<file path="src/rtl/eewc_pkg.sv">
// Package: shared instruction codes for the write commit controller.
// Assumes the front end encodes each instruction as one of these codes.
package eewc_pkg;
    typedef enum logic [2:0] {
        OPK_NONE    = 3'd0,
        OPK_WEN_SET = 3'd1,
        OPK_WEN_CLR = 3'd2,
        OPK_ARR_WR  = 3'd3,
        OPK_STAT_WR = 3'd4,
        OPK_STAT_RD = 3'd5,
        OPK_ARR_RD  = 3'd6,
        OPK_OTHER   = 3'd7
    } opk_t;
endpackage

</file>
<file path="src/rtl/eewc_frame.sv">
// Frame tracker: remembers which instruction opened the current chip-select
// frame and which events followed it. At the chip-select rise it issues the
// latch and commit pulses that the framing rules allow.
// Assumes at most one front-end event per cycle.
module eewc_frame
    import eewc_pkg::*;
(
    input  logic       clk,
    input  logic       rst_n,
    input  logic       op_valid,
    input  logic [2:0] op_kind,
    input  logic       addr_valid,
    input  logic       data_valid,
    input  logic       cs_rise,
    input  logic [2:0] bit_cnt,
    input  logic       wel,
    input  logic       wip,
    output logic       set_wel,
    output logic       clr_wel,
    output logic       commit_arr,
    output logic       commit_sr,
    output logic       buf_load,
    output logic       buf_byte,
    output logic       sr_byte
);
    opk_t kind_q;
    logic extra_q;
    logic addr_seen_q;
    logic got_data_q;
    logic on_boundary;

    // Track the opening instruction and the events that followed it.
    always_ff @(posedge clk) begin
        if (!rst_n) begin
            kind_q      <= OPK_NONE;
            extra_q     <= 1'b0;
            addr_seen_q <= 1'b0;
            got_data_q  <= 1'b0;
        end else if (cs_rise) begin
            kind_q <= OPK_NONE;
        end else if (op_valid) begin
            kind_q      <= wip ? OPK_NONE : opk_t'(op_kind);
            extra_q     <= 1'b0;
            addr_seen_q <= 1'b0;
            got_data_q  <= 1'b0;
        end else if (addr_valid) begin
            extra_q     <= 1'b1;
            addr_seen_q <= 1'b1;
        end else if (data_valid) begin
            extra_q    <= 1'b1;
            got_data_q <= 1'b1;
        end
    end

    // Evaluate the framing rules at the chip-select rise.
    always_comb begin
        on_boundary = cs_rise && (bit_cnt == 3'd0);
        set_wel     = on_boundary && (kind_q == OPK_WEN_SET) && !extra_q;
        clr_wel     = on_boundary && (kind_q == OPK_WEN_CLR) && !extra_q;
        commit_arr  = on_boundary && (kind_q == OPK_ARR_WR) && wel
                      && addr_seen_q && got_data_q;
        commit_sr   = on_boundary && (kind_q == OPK_STAT_WR) && wel && got_data_q;
        buf_load    = !cs_rise && !op_valid && addr_valid && (kind_q == OPK_ARR_WR);
        buf_byte    = !cs_rise && !op_valid && !addr_valid && data_valid
                      && (kind_q == OPK_ARR_WR) && addr_seen_q;
        sr_byte     = !cs_rise && !op_valid && !addr_valid && data_valid
                      && (kind_q == OPK_STAT_WR);
    end

    // an array commit can only start while the device is idle.
    a_r4_commit_when_idle: assert property (@(posedge clk) disable iff (!rst_n)
        commit_arr |-> !wip);
endmodule

</file>
<file path="src/rtl/eewc_page_buf.sv">
// Page buffer: holds up to one page of write data with a valid mask.
// After a commit it drains every slot in order, one slot per cycle, and
// strobes the array write port only for slots that hold data.
// Assumes no new load arrives while a drain runs (instructions are dropped
// while busy).
module eewc_page_buf #(
    parameter int ADDR_W     = 9,
    parameter int PAGE_BYTES = 16
) (
    input  logic              clk,
    input  logic              rst_n,
    input  logic              load,
    input  logic [ADDR_W-1:0] addr_in,
    input  logic              byte_wr,
    input  logic [7:0]        data_in,
    input  logic              drain_go,
    output logic              mem_we,
    output logic [ADDR_W-1:0] mem_addr,
    output logic [7:0]        mem_wdata
);
    localparam int SLOT_W = $clog2(PAGE_BYTES);
    localparam int PAGE_W = ADDR_W - SLOT_W;
    localparam logic [SLOT_W-1:0] LAST_SLOT = SLOT_W'(PAGE_BYTES - 1);

    logic [PAGE_W-1:0]     page_q;
    logic [SLOT_W-1:0]     ptr_q;
    logic [SLOT_W-1:0]     idx_q;
    logic                  drain_q;
    logic [PAGE_BYTES-1:0] vld_w;
    logic [7:0]            slot_w [PAGE_BYTES];

    // Latch the page and the start slot, then step the slot pointer per byte.
    always_ff @(posedge clk) begin
        if (!rst_n) begin
            page_q <= '0;
            ptr_q  <= '0;
        end else if (load) begin
            page_q <= addr_in[ADDR_W-1:SLOT_W];
            ptr_q  <= addr_in[SLOT_W-1:0];
        end else if (byte_wr) begin
            ptr_q <= ptr_q + 1'b1;
        end
    end

    // One storage slot per page position, with its own valid flag.
    for (genvar g = 0; g < PAGE_BYTES; g++) begin : g_slot
        logic [7:0] d_q;
        logic       v_q;
        // Capture a byte aimed at this slot; a new address empties the slot.
        always_ff @(posedge clk) begin
            if (!rst_n) begin
                d_q <= '0;
                v_q <= 1'b0;
            end else if (load) begin
                v_q <= 1'b0;
            end else if (byte_wr && (ptr_q == SLOT_W'(g))) begin
                d_q <= data_in;
                v_q <= 1'b1;
            end
        end
        assign vld_w[g]  = v_q;
        assign slot_w[g] = d_q;
    end

    // Walk through all slots once after a commit.
    always_ff @(posedge clk) begin
        if (!rst_n) begin
            drain_q <= 1'b0;
            idx_q   <= '0;
        end else if (drain_go) begin
            drain_q <= 1'b1;
            idx_q   <= '0;
        end else if (drain_q) begin
            idx_q <= idx_q + 1'b1;
            if (idx_q == LAST_SLOT) begin
                drain_q <= 1'b0;
            end
        end
    end

    // Present the current slot on the array write port.
    always_comb begin
        mem_we    = drain_q && vld_w[idx_q];
        mem_addr  = {page_q, idx_q};
        mem_wdata = slot_w[idx_q];
    end

    // the write strobe stays inside the latched page.
    a_r5_strobe_in_page: assert property (@(posedge clk) disable iff (!rst_n)
        (mem_we && $past(mem_we)) |-> (mem_addr[ADDR_W-1:SLOT_W] == $past(mem_addr[ADDR_W-1:SLOT_W])));
endmodule

</file>
<file path="src/rtl/eewc_busy.sv">
// Busy timer: holds the write-in-progress flag high for a fixed number of
// cycles after each commit.
// Assumes no new start arrives while busy.
module eewc_busy #(
    parameter int WIP_CYCLES = 40
) (
    input  logic clk,
    input  logic rst_n,
    input  logic start,
    output logic wip
);
    localparam int CNT_W = $clog2(WIP_CYCLES + 1);
    localparam logic [CNT_W-1:0] LOAD = CNT_W'(WIP_CYCLES - 1);

    logic [CNT_W-1:0] cnt_q;

    // Load the count on start, then count down to zero and drop the flag.
    always_ff @(posedge clk) begin
        if (!rst_n) begin
            wip   <= 1'b0;
            cnt_q <= '0;
        end else if (start) begin
            wip   <= 1'b1;
            cnt_q <= LOAD;
        end else if (wip) begin
            if (cnt_q == '0) begin
                wip <= 1'b0;
            end else begin
                cnt_q <= cnt_q - 1'b1;
            end
        end
    end

    // a start is followed by a busy cycle.
    a_r8_start_sets_wip: assert property (@(posedge clk) disable iff (!rst_n)
        start |=> wip);
    // the count never exceeds the loaded window.
    a_r8_cnt_in_window: assert property (@(posedge clk) disable iff (!rst_n)
        wip |-> (cnt_q <= LOAD));
endmodule

</file>
<file path="src/rtl/eeprom_wcommit.sv">
// Top level: write-enable latch, protection bits and status byte. It joins
// the frame tracker, the page buffer and the busy timer.
// Assumes one-cycle event pulses from the serial front end, at most one per
// cycle, and WIP_CYCLES no smaller than PAGE_BYTES.
module eeprom_wcommit
    import eewc_pkg::*;
#(
    parameter int ADDR_W     = 9,
    parameter int PAGE_BYTES = 16,
    parameter int WIP_CYCLES = 40
) (
    input  logic              clk,
    input  logic              rst_n,
    input  logic              op_valid,
    input  logic [2:0]        op_kind,
    input  logic              addr_valid,
    input  logic [ADDR_W-1:0] addr_in,
    input  logic              data_valid,
    input  logic [7:0]        data_in,
    input  logic              cs_rise,
    input  logic [2:0]        bit_cnt,
    output logic              wel_o,
    output logic              wip_o,
    output logic [7:0]        status_o,
    output logic              mem_we,
    output logic [ADDR_W-1:0] mem_addr,
    output logic [7:0]        mem_wdata
);
    logic       set_wel, clr_wel, commit_arr, commit_sr;
    logic       buf_load, buf_byte, sr_byte;
    logic       wel_q;
    logic [1:0] prot_q;
    logic [1:0] sr_shadow_q;
    logic       wip;
    logic       commit_any;

    assign commit_any = commit_arr || commit_sr;

    eewc_frame u_frame (
        .clk        (clk),
        .rst_n      (rst_n),
        .op_valid   (op_valid),
        .op_kind    (op_kind),
        .addr_valid (addr_valid),
        .data_valid (data_valid),
        .cs_rise    (cs_rise),
        .bit_cnt    (bit_cnt),
        .wel        (wel_q),
        .wip        (wip),
        .set_wel    (set_wel),
        .clr_wel    (clr_wel),
        .commit_arr (commit_arr),
        .commit_sr  (commit_sr),
        .buf_load   (buf_load),
        .buf_byte   (buf_byte),
        .sr_byte    (sr_byte)
    );

    eewc_page_buf #(
        .ADDR_W     (ADDR_W),
        .PAGE_BYTES (PAGE_BYTES)
    ) u_page (
        .clk       (clk),
        .rst_n     (rst_n),
        .load      (buf_load),
        .addr_in   (addr_in),
        .byte_wr   (buf_byte),
        .data_in   (data_in),
        .drain_go  (commit_arr),
        .mem_we    (mem_we),
        .mem_addr  (mem_addr),
        .mem_wdata (mem_wdata)
    );

    eewc_busy #(
        .WIP_CYCLES (WIP_CYCLES)
    ) u_busy (
        .clk   (clk),
        .rst_n (rst_n),
        .start (commit_any),
        .wip   (wip)
    );

    // Write-enable latch: commits clear it, framed instructions set or clear it.
    always_ff @(posedge clk) begin
        if (!rst_n) begin
            wel_q <= 1'b0;
        end else if (commit_any) begin
            wel_q <= 1'b0;
        end else if (set_wel) begin
            wel_q <= 1'b1;
        end else if (clr_wel) begin
            wel_q <= 1'b0;
        end
    end

    // Keep the protection field of the last status-write byte in the frame.
    always_ff @(posedge clk) begin
        if (!rst_n) begin
            sr_shadow_q <= '0;
        end else if (sr_byte) begin
            sr_shadow_q <= data_in[3:2];
        end
    end

    // Store the protection bits on a committed status write.
    always_ff @(posedge clk) begin
        if (!rst_n) begin
            prot_q <= '0;
        end else if (commit_sr) begin
            prot_q <= sr_shadow_q;
        end
    end

    // Assemble the status byte.
    always_comb begin
        wel_o    = wel_q;
        wip_o    = wip;
        status_o = {4'b0000, prot_q, wel_q, wip};
    end

    // a commit leaves the latch cleared.
    a_r9_commit_clears_wel: assert property (@(posedge clk) disable iff (!rst_n)
        commit_any |=> !wel_q);
    // the latch does not move while busy.
    a_r10_wel_frozen_busy: assert property (@(posedge clk) disable iff (!rst_n)
        wip |=> $stable(wel_q));
    // protection bits change only through a status commit.
    a_r7_prot_needs_commit: assert property (@(posedge clk) disable iff (!rst_n)
        !commit_sr |=> $stable(prot_q));
    // array strobes happen only inside the busy window.
    a_r11_we_inside_wip: assert property (@(posedge clk) disable iff (!rst_n)
        mem_we |-> wip);
endmodule

</file>
<file path="config.mk">
export PLATFORM = sky130hd
export DESIGN_NAME = eeprom_wcommit
export DESIGN_NICKNAME = d
export VERILOG_FILES = /design/src/rtl/eewc_pkg.sv /design/src/rtl/eewc_frame.sv /design/src/rtl/eewc_page_buf.sv /design/src/rtl/eewc_busy.sv /design/src/rtl/eeprom_wcommit.sv
export SDC_FILE = /design/constraint.sdc
export NUM_CORES = 1
export LEC_CHECK = 0
export ABC_AREA = 1
export BUFFER_PORTS_ARGS = -buffer_cell sky130_fd_sc_hd__buf_4
export CORE_MARGIN = 8
export CORE_UTILIZATION = 30
export CTS_BUF_LIST = sky130_fd_sc_hd__clkbuf_4
export CTS_CLUSTER_DIAMETER = 120
export DETAILED_ROUTE_END_ITERATION = 7
export PLACE_DENSITY = 0.59
export SLEW_MARGIN = 20
export SYNTH_ARGS = -nofsm -noshare
export SYNTH_HDL_FRONTEND = slang
export SYNTH_SLANG_ARGS = --single-unit
</file>
<file path="constraint.sdc">
create_clock -name clk -period 1.47 [get_ports clk]
set_clock_uncertainty 0.05 [all_clocks]
set_input_delay 0.147 -clock clk [delete_from_list [all_inputs] [get_ports clk]]
set_output_delay 0.147 -clock clk [all_outputs]
set_load 0.005 [all_outputs]
</file>
==> results.txt <==
The flow ran to the end, but the final reports show violations. The final reports fail on setup timing. The overall routing resource usage came out at 17.7%.

The largest incremental delay on the critical path came out at around 0.46 ns. The overall die height is approximately 180 um. The final worst-path setup slack came out at -0.750 ns. Along the worst hold path, the cell count comes to 6.

Summing every instance area after synthesis gives 8440 um2. The hold violation total from the final report is 0. The final number of setup-violating endpoints is ~150. Setup repair after global routing could not meet its margin everywhere. The CTS tree is yes. For this design, the slowest cell found on the critical path is sky130_fd_sc_hd__dfxtp_4.

The clock tree root buffer cell is sky130_fd_sc_hd__clkbuf_4. Buffers inserted during clock tree synthesis total 17. The total core area came out at roughly 28000 um2.

In this run the worst hold path is classified as input port to flop. The pin count of the biggest net entering global routing came out at 49. The leakage power figure is 4.95 nW.

Once detail routing completed, the nets flagged for antenna violations numbered 0. Yosys attributes the largest share of cell area to sky130_fd_sc_hd__dfxtp_1 42%, sky130_fd_sc_hd__nand2_1 13%, sky130_fd_sc_hd__a21oi_1 9.1%. The initial standard-cell utilization of the core came out at between 30 and 40%.

The final weighted congestion of routability-driven global placement is a little over 0.8. The tree built by TritonCTS fans out to between 150 and 200 sinks. The number of H-tree levels came out at 4. Tracing the worst setup path back leads to its startpoint at u_page.idx_q[0]$_SDFFE_PP0P_. The max-slew violation total from the final report is 0.

The full die area is approximately 34000 um2. Max-cap violations in this run came to 0. For this run, the post-layout net count is 1447. The worst path in the final design needs a cycle of 2.22 ns, including I/O delays and setup. The proportion of synthesized chip area in sequential cells is 41.8%. The final hold slack is 0.118 ns. The peak ir drop on the vdd network came out at approximately 440 uV. The critical path is of the flop to output port type. The residual DRC count came out at 0.

The total number of yosys warnings came out at 0. The register-to-register path setup slack is -0.28 ns. The arrival time at the worst endpoint is just over 2 ns. The wire length of the first global-routing pass is between 40000 and 50000 um. The wire length reported by the detailed router is about 32000 um. After detailed routing, the number of vias per cell comes to 5.13. The number of filler instances in the final layout came out at between 2000 and 3000. The share of post-route cells with drive strength above 1 came out at roughly 34%. The library cell used most frequently in the layout, excluding fill and tap cells, is sky130_fd_sc_hd__nand2_1. The number of distinct standard cells referenced by the synthesized netlist is 30. The average footprint of a synthesized cell came out at between 6 and 7 um2. STA classifies the critical path endpoint as an output port. The number of top-level pins came out at 57. After synthesis the netlist holds a flip-flop and latch count of 176. In this run the critical register-to-register path is launched from u_frame.kind_q[2]$_SDFFE_PP0P_.

The fraction of synthesized cell area taken by the top area cell type is 41.8%. The nature of the critical path startpoint is a flop. Based on the critical path, the design can be clocked at up to approximately 450 MHz. The pre-antenna-repair detailed-routing pass consisted of 7 iterations.

The number of cells on the worst reg-to-reg path is 13. Leaving out fill and tap cells, the most frequent cells in the layout are 201 x sky130_fd_sc_hd__nand2_1, 166 x sky130_fd_sc_hd__dfxtp_1, 139 x sky130_fd_sc_hd__nor2_1. The per-cell routed wire length is 17.6 um. The worst hold endpoint is sr_shadow_q[1]$_SDFFE_PN0P_. The via count of the routed design is 9250.

The final critical-path share of the clock period is 151%. The layout overhead on the synthesized area came out at 48.4%. Walking the worst path, the cells encountered are buf_12, buf_12, nand2_1, o211ai_1, nand3_1, nand3_2, nand3_2, buf_4. The count of buffers added on input and output ports is 52. sky130_fd_sc_hd__dfxtp_1 takes more of the synthesized area than any other cell. The capture point of the worst reg-to-reg path is u_page.g_slot[2].d_q[2]$_SDFFE_PN0P_. The overall die width came out at approximately 180 um. The initial antenna violation count came out at 0.

The post-detailed-placement half-perimeter wirelength came out at 18000 um. The number of standard-cell rows in the floorplan came out at 61. The number of buffers between clock root and the deepest sink is 2. Prior to clock tree synthesis, the placed netlist has a worst setup slack of -0.310 ns.

The number of diodes added for antenna fixing is 0. The maximum net fanout on the critical path came out at 18. The required time of the critical path is roughly 1.3 ns. The setup TNS after final layout came out at -29.09 ns. The via count of the first global-routing pass came out at ~8600. The instance count of the mapped netlist came out at roughly 1200.

At the later pin of the worst-skew pair, clock insertion delay measures 0.59 ns. The sum of overflow across all layers after global routing came out at 0. The share of the core filled with cells is approximately 45%. The count of routing violations after the opening detailed-route iteration is about 800. The worst hold path begins at data_valid. Dividing total power by cell area gives a power density of roughly 640 nW/um2. Clock-pin slew was measured on the worst setup and hold paths at approximately 0.15 ns.
-- registers in the layout (all words and copies together), names as in the netlist, 2 cells and up --
signal	cells
u_page.g_slot.v_q	16
u_page.idx_q	4
prot_q	2
u_page.ptr_q	4
u_page.page_q	5
u_busy.cnt_q	6
sr_shadow_q	2
u_frame.kind_q	3
u_page.g_slot.d_q	128
-- layer usage --
metal	wire length (um)	track usage (%)	vias up
met5	0	0	-
met4	886	6.03	0
met3	2630	4.19	73
met2	14500	27.4	397
met1	13700	23.9	4361
li1	-	-	4419
-- cells by family (layout without fill, tap and decap cells) --
| group | after synthesis | count (layout) | share of synthesized area (%) |
|---|---|---|---|
| xor gates and xnor gates | 2 | 2 | 0.208 |
| and+or+nand+nor | 610 | 623 | 31.7 |
| AOI/OAI and AO/OA | 244 | 244 | 14.9 |
| other | 1 | 4 | 0.0444 |
| adders and majority gates | 6 | 6 | 0.890 |
| buffers and inverters | 208 | 370 | 10.6 |
| DFF | 176 | 176 | 41.8 |
-- critical path: cells and delay by family, from the launching register on --
kind	cells	cell delay [ns]
flip-flops	1	0.46
AO/OA/AOI/OAI	1	0.10
buffers and inverters	3	0.44
AND/OR/NAND/NOR	4	0.45
-- timing repair --
action	4_1_cts	5_1_grt
setup endpoints to repair	135	170
buffers inserted	32	15
cloned	28	8
pin swaps	60	80
hold endpoints to repair	148	0
hold buffers	33	0
gates resized for setup	157	237
-- through the flow --
stage / cell area, um2 / total power [mW] / std cells
finish: 12500 / 8.06 / 1803
floorplan: 8520 / 5.04 / 1250
global placement: 9750 / 5.23 / 1674
CTS: 11800 / 8.06 / 1797
global route: 12500 / 8.32 / 1803
detailed placement: 9750 / 5.23 / 1674
-- how the worst max path moves through the flow --
stage | end | cells past startpoint | slack [ns]
2_1_floorplan | u_page.g_slot[14].d_q[4]$_SDFFE_PN0P_ | 8 | -0.02
3_3_place_gp | mem_we | 8 | -0.28
3_5_place_dp | mem_we | 8 | -0.31
4_1_cts | mem_wdata[3] | 9 | -0.71
5_1_grt | mem_wdata[3] | 9 | -0.81
6_report | mem_wdata[0] | 8 | -0.75
-- report_power, final --
part	switching [mW]	internal, mW
registers	0.00557	4.78
clock network	2.04	0.763
logic	0.294	0.178
total	2.34	5.72
-- final cells by class --
class                      count  area, um2  area share, %
clock buffer                  17        128           1.02
timing repair buffer         225       2700           21.5
multi-input combinational    879       5110           40.8
tap                          378        473           3.78
clock inverter                15        139           1.11
inverter                     113        435           3.48
sequential                   176       3540           28.3
-- Yosys cell counts, drive strengths merged --
library cell,number
nor3,2
o21bai,1
nand2,293
inv,107
xor2,2
a21oi,153
conb,1
ha,6
a21boi,1
o21a,2
dfxtp,176
o21ai,78
clkinv,6
buf,34
o211ai,9
nand3,73
nand4,65
clkbuf,61
nor2,176
nor4,1
Note: power is estimated with default switching activity, not from simulation.
